--- src/rtl/dac_bank_pkg.sv ---
package dac_bank_pkg;

  // First rank opens when qualified by enable, select and first strobe.
  function automatic logic rank1_open(input logic le, input logic sel_n, input logic wr1_n);
    return le & ~sel_n & ~wr1_n;
  endfunction

  // Second rank opens only when both transfer controls are low.
  function automatic logic rank2_open(input logic wr2_n, input logic xfer_n);
    return ~wr2_n & ~xfer_n;
  endfunction

  // Pending flag update: a transfer wins over a load in the same clock.
  function automatic logic pend_next(input logic cur, input logic ld_in, input logic ld_dac);
    return ld_dac ? 1'b0 : (ld_in ? 1'b1 : cur);
  endfunction

endpackage

--- src/rtl/dac_sync.sv ---
module dac_sync #(
  parameter int          W       = 1,
  parameter int          STAGES  = 2,
  parameter logic [W-1:0] RST_VAL = '0
) (
  input  logic         clk,
  input  logic         rst_n,
  input  logic [W-1:0] d,
  output logic [W-1:0] q
);
  logic [W-1:0] st [STAGES];

  always_ff @(posedge clk or negedge rst_n) begin
    if (!rst_n) begin
      for (int i = 0; i < STAGES; i++) st[i] <= RST_VAL;
    end else begin
      st[0] <= d;
      for (int i = 1; i < STAGES; i++) st[i] <= st[i-1];
    end
  end

  assign q = st[STAGES-1];
endmodule

--- src/rtl/dac_channel.sv ---
module dac_channel
  import dac_bank_pkg::*;
#(
  parameter int DW = 8
) (
  input  logic          clk,
  input  logic          rst_n,
  input  logic          ld_in,
  input  logic          ld_dac,
  input  logic [DW-1:0] din,
  output logic [DW-1:0] in_q,
  output logic [DW-1:0] dac_q,
  output logic          pend
);
  logic [DW-1:0] in_view;

  // What a transparent first rank would present this clock.
  assign in_view = ld_in ? din : in_q;

  always_ff @(posedge clk or negedge rst_n) begin
    if (!rst_n) begin
      in_q  <= '0;
      dac_q <= '0;
      pend  <= 1'b0;
    end else begin
      in_q  <= in_view;
      if (ld_dac) dac_q <= in_view;
      pend  <= pend_next(pend, ld_in, ld_dac);
    end
  end
endmodule

--- src/rtl/dbuf_dac_bank.sv ---
module dbuf_dac_bank
  import dac_bank_pkg::*;
#(
  parameter int NCH    = 4,
  parameter int DW     = 8,
  parameter int STAGES = 2
) (
  input  logic              clk,
  input  logic              rst_n,
  input  logic [DW-1:0]     bus_data,
  input  logic [NCH-1:0]    sel_n,
  input  logic              load_en,
  input  logic              wr1_n,
  input  logic              wr2_n,
  input  logic              xfer_n,
  output logic [NCH*DW-1:0] dac_out,
  output logic [NCH-1:0]    pending
);
  localparam int CTLW = NCH + 3;

  logic [CTLW-1:0]   ctl_raw, ctl_s;
  logic [NCH-1:0]    s_sel_n;
  logic              s_wr1_n, s_wr2_n, s_xfer_n, s_le;
  logic [DW-1:0]     s_data;
  logic [NCH-1:0]    in_load;
  logic              dac_load;
  logic [NCH*DW-1:0] in_q_all;

  assign ctl_raw = {sel_n, wr1_n, wr2_n, xfer_n};

  // Active-low controls come out of reset idle (high).
  dac_sync #(.W(CTLW), .STAGES(STAGES), .RST_VAL({CTLW{1'b1}})) u_sync_ctl (
    .clk(clk), .rst_n(rst_n), .d(ctl_raw), .q(ctl_s)
  );
  dac_sync #(.W(1), .STAGES(STAGES), .RST_VAL(1'b0)) u_sync_le (
    .clk(clk), .rst_n(rst_n), .d(load_en), .q(s_le)
  );
  // Data delayed by the same depth so it stays aligned with its strobes.
  dac_sync #(.W(DW), .STAGES(STAGES), .RST_VAL('0)) u_sync_data (
    .clk(clk), .rst_n(rst_n), .d(bus_data), .q(s_data)
  );

  assign {s_sel_n, s_wr1_n, s_wr2_n, s_xfer_n} = ctl_s;
  assign dac_load = rank2_open(s_wr2_n, s_xfer_n);

  for (genvar c = 0; c < NCH; c++) begin : g_ch
    assign in_load[c] = rank1_open(s_le, s_sel_n[c], s_wr1_n);

    dac_channel #(.DW(DW)) u_ch (
      .clk    (clk),
      .rst_n  (rst_n),
      .ld_in  (in_load[c]),
      .ld_dac (dac_load),
      .din    (s_data),
      .in_q   (in_q_all[c*DW +: DW]),
      .dac_q  (dac_out[c*DW +: DW]),
      .pend   (pending[c])
    );
  end
endmodule

--- config.mk ---
export PLATFORM = sky130hd
export DESIGN_NAME = dbuf_dac_bank
export DESIGN_NICKNAME = d
export VERILOG_FILES = /design/src/rtl/dac_bank_pkg.sv /design/src/rtl/dac_sync.sv /design/src/rtl/dac_channel.sv /design/src/rtl/dbuf_dac_bank.sv
export SDC_FILE = /design/constraint.sdc
export NUM_CORES = 1
export LEC_CHECK = 0
export BUFFER_PORTS_ARGS = -buffer_cell sky130_fd_sc_hd__buf_2
export CAP_MARGIN = 20
export CORE_MARGIN = 10
export CORE_UTILIZATION = 23
export CTS_BUF_LIST = sky130_fd_sc_hd__clkbuf_2 sky130_fd_sc_hd__clkbuf_4 sky130_fd_sc_hd__clkbuf_8
export DETAILED_ROUTE_END_ITERATION = 6
export GPL_ROUTABILITY_DRIVEN = 0
export PLACE_DENSITY = 0.42
export SYNTH_ARGS = -nofsm -noshare
export SYNTH_HDL_FRONTEND = slang
export SYNTH_SLANG_ARGS = --single-unit
--- constraint.sdc ---
create_clock -name clk -period 1.45 [get_ports clk]
set_input_delay 0.29 -clock clk [delete_from_list [all_inputs] [get_ports clk]]
set_output_delay 0.29 -clock clk [all_outputs]
set_load 0.01 [all_outputs]
==> impl_results.md <==
- Critical path arrival: 1.61 ns
- Simple-gate share of the synthesized area: 17.8%
- Detailed placement HPWL: roughly 5.6 mm
- Type of element capturing the critical path: register
- Unique cell type count in the Yosys netlist: 13
- Worst reg2reg path endpoint: g_ch[0].u_ch.dac_q[1]
- Total number of vias: 2226
- Final setup margin: between 0.1 and 0.15 ns
- Result of the run: finished clean
- Complex-gate fraction of the synthesized area: 5.80%
- Vias in the first global route: between 2k and 2.5k
- RSZ-0062 raised after global routing: false
- Area fraction of the dominant cell type after synthesis: 62.3%
- FF+latch count, synth: 100
- Largest net degree at the start of global routing: 69
- Cells after Synth: 293
- Routed wire length: 8.13 mm
- Endpoint of the worst hold path: u_sync_data.st[8]
- Adder-cell share of the synthesized area: 0%
- Per-cell routed wire length: 14.9 um
- Dominant combinational cell family by area after synthesis: simple AND/OR/NAND/NOR gates
- Antenna violations before repair: 0
- Final cycle utilization of the critical path: between 90% and 100%
- Root Buffer Master: sky130_fd_sc_hd__clkbuf_8
- Synth top area cells: sky130_fd_sc_hd__dfrtp_1, sky130_fd_sc_hd__dfstp_2, sky130_fd_sc_hd__nand2_1, sky130_fd_sc_hd__a31oi_1, sky130_fd_sc_hd__nor2_1
- Depth of the most critical reg-to-reg path: 3
- Number of H-tree branching levels: 3
- Setup violations, final: 0
- Area of the core: 0.0146 mm2
- TritonCTS Sinks: 100
- Number of buffers created by CTS: 9
- Hold_ws: between 0.03 and 0.04 ns
- XOR/XNOR share of the synthesized area: 0%
- Area of the mapped netlist: 0.00345 mm2
- Worst skew pair latency: 0.36 ns
- Startpoint kind of the worst setup timing path: register
- Data required time at the worst endpoint: between 1.5 and 2 ns
- Ratio of cells with drive above 1 in the final layout: 28.9%
- Number of antenna diodes: 0
- Routed vias/inst: approximately 4
- Power per unit of standard cell area: approximately 1400 mW/mm2
- Die boundary height: 143 um
- GRT Residual Overflow: 0
- Worst IR drop on VDD: 0.000795 V
- DRC violation count after routing: 0
- Worst-path clk slew: about 0.090 ns
- FF-to-FF Start: u_sync_ctl.q[2]
- TritonCTS clock tree: yes
- Achievable clock frequency: 0.749 GHz
- Max cap viols: 0
- Final Critical Period: 1.34 ns
- Sequential cell area fraction in the yosys report: 73.0%
- Synthesis warning total: 0
- Clock buffer depth: 2
- DRC violation total after the first TritonRoute iteration: 210
- Final instance area: 0.00432 mm2
- Row count: 44
- Post-synthesis net count: 311
- Tightest Hold Check Type: primary input to register
- Crit Path Category: register to register
- Global-route total usage across every layer: 8.16%
- Worst clock skew: between 0.01 and 0.015 ns
- Number of input and output port buffers inserted: 53
- Fraction of synthesized area in multiplexers: 0%
- Static Leak: between 2 and 2.5 nW
- Number of antenna-violating nets in the routed design: 0
- Slew at the pin closest to its max-slew limit: 0.441 ns
- Wire length of the first global-routing pass: between 10 and 15 mm
- # nets final: about 380
- Final count of hold timing violations: 0
- Flop-to-flop setup slack: 0.11 ns
- Detailed-router iteration count before antenna repair: 5
- Starting Density: a little under a quarter
- Pre-CTS setup slack: -0.0590 ns
- Area of the die: 0.0203 mm2
- Post-synthesis cell type with the largest combined area: sky130_fd_sc_hd__dfrtp_1
- Number of ports placed on the die boundary: 54
- Placed standard-cell area: 0.00392 mm2
- Width of the die: 143 um
- Count of pins over their slew limit: 0
- Startpoint of the worst hold path: bus_data[0]
- Worst Hold Depth: 1
- Average instance area after synthesis: 11.8 um2
- CP Max Fanout: 8
- Remaining max-slew budget at the tightest pin: 70.6%
- Synthesis-to-layout area growth: 25.2%
[how the worst max path moves through the flow]
| stage | from | endpoint | slack (ns) | depth (start not counted) |
|---|---|---|---|---|
| global route | u_sync_le.q | g_ch[1].u_ch.dac_q[2] | 0.02 | 3 |
| detailed placement | u_sync_le.q | g_ch[0].u_ch.dac_q[1] | -0.06 | 3 |
| global placement | u_sync_ctl.q[2] | g_ch[0].u_ch.dac_q[1] | 0.006 | 3 |
| CTS | u_sync_le.q | g_ch[1].u_ch.dac_q[4] | -0.02 | 3 |
| finish | u_sync_ctl.q[2] | g_ch[0].u_ch.dac_q[1] | 0.11 | 3 |
| floorplan | u_sync_ctl.q[2] | g_ch[2].u_ch.dac_q[0] | 0.19 | 5 |
[through the flow]
step                      cells  setup TNS [ns]  util [%]  total power [mW]
after floorplan             293               0         -              3.80
after detailed placement    520         -0.0610      26.8              4.21
after CTS                   541         -0.0198      28.8              6.29
after global routing        547               0      29.5              6.54
final                       547               0      29.5              6.18
after global placement      520               0      26.8              4.18
[registers in the layout, summed over array words and instances (netlist names)]
signal and flops:
g_ch.u_ch.pend 4, u_sync_ctl.q 7, u_sync_data.q 8, u_sync_ctl.st 7, g_ch.u_ch.in_q 32, u_sync_le.st 1, g_ch.u_ch.dac_q 32, u_sync_data.st 8
u_sync_le.q 1
[cells in the mapped netlist]
cell type / count
sky130_fd_sc_hd__buf_6: 5
sky130_fd_sc_hd__clkbuf_1: 4
sky130_fd_sc_hd__nor2_1: 41
sky130_fd_sc_hd__a31oi_1: 32
sky130_fd_sc_hd__nor3b_2: 3
sky130_fd_sc_hd__or3b_1: 4
sky130_fd_sc_hd__nand2_2: 3
sky130_fd_sc_hd__buf_2: 2
sky130_fd_sc_hd__dfrtp_1: 86
sky130_fd_sc_hd__nand2_1: 93
sky130_fd_sc_hd__nor3b_4: 1
sky130_fd_sc_hd__dfstp_2: 14
sky130_fd_sc_hd__buf_4: 5
[routing by layer]
metal	up-vias	global-route usage, %	share of wire [%]
met2	55	12.0	45
met4	0	2.77	1.4
met5	-	0	0
met1	1082	10.9	48
met3	11	2.94	5.7
li1	1078	-	-
[worst max-delay path, stage by stage (launching register included)]
cell                      delay (ns)
sky130_fd_sc_hd__dfstp_2        0.69
sky130_fd_sc_hd__or3b_4         0.26
sky130_fd_sc_hd__nand2_1        0.10
sky130_fd_sc_hd__a31oi_1        0.20
[layout by cell type (no fill, tap or decap)]
cell	n
sky130_fd_sc_hd__nand2_1	93
sky130_fd_sc_hd__dfrtp_1	86
sky130_fd_sc_hd__buf_2	52
sky130_fd_sc_hd__nor2_1	40
sky130_fd_sc_hd__a31oi_1	32
sky130_fd_sc_hd__dfstp_2	14
sky130_fd_sc_hd__clkbuf_8	12
sky130_fd_sc_hd__dlygate4sd3_1	7
sky130_fd_sc_hd__buf_12	6
sky130_fd_sc_hd__buf_4	5
sky130_fd_sc_hd__nor3b_4	4
sky130_fd_sc_hd__or3b_4	4
sky130_fd_sc_hd__nand2_2	3
sky130_fd_sc_hd__clkinv_2	2
sky130_fd_sc_hd__bufinv_16	2
sky130_fd_sc_hd__nor2_4	1
[final cells by class]
cell class                 count  area [um2]
fill                        1526       10300
timing repair buffer          70         488
clock inverter                 4        70.1
clock buffer                  12         165
sequential                   100        2520
tap                          184         230
multi-input combinational    177         850
[where the power goes]
group / total, mW / switching [mW] / internal [mW]
combinational: 0.825 / 0.477 / 0.348
clock: 2.01 / 0.907 / 1.11
sequential: 3.34 / 0.181 / 3.16
[repair_timing]
item,in CTS,in global routing
hold endpoints to repair,18,2
gates resized for setup,3,4
hold buffers,5,2
setup buffers,0,4
endpoints found under the setup margin,13,36
[cells by family (layout without fill, tap and decap cells)]
family                 Yosys count  in the layout
DFF                            100            100
AOI/OAI and AO/OA               32             32
and+or+nand+nor                145            145
buffers and inverters           16             86
No activity file was read; power rests on OpenSTA's default activity.
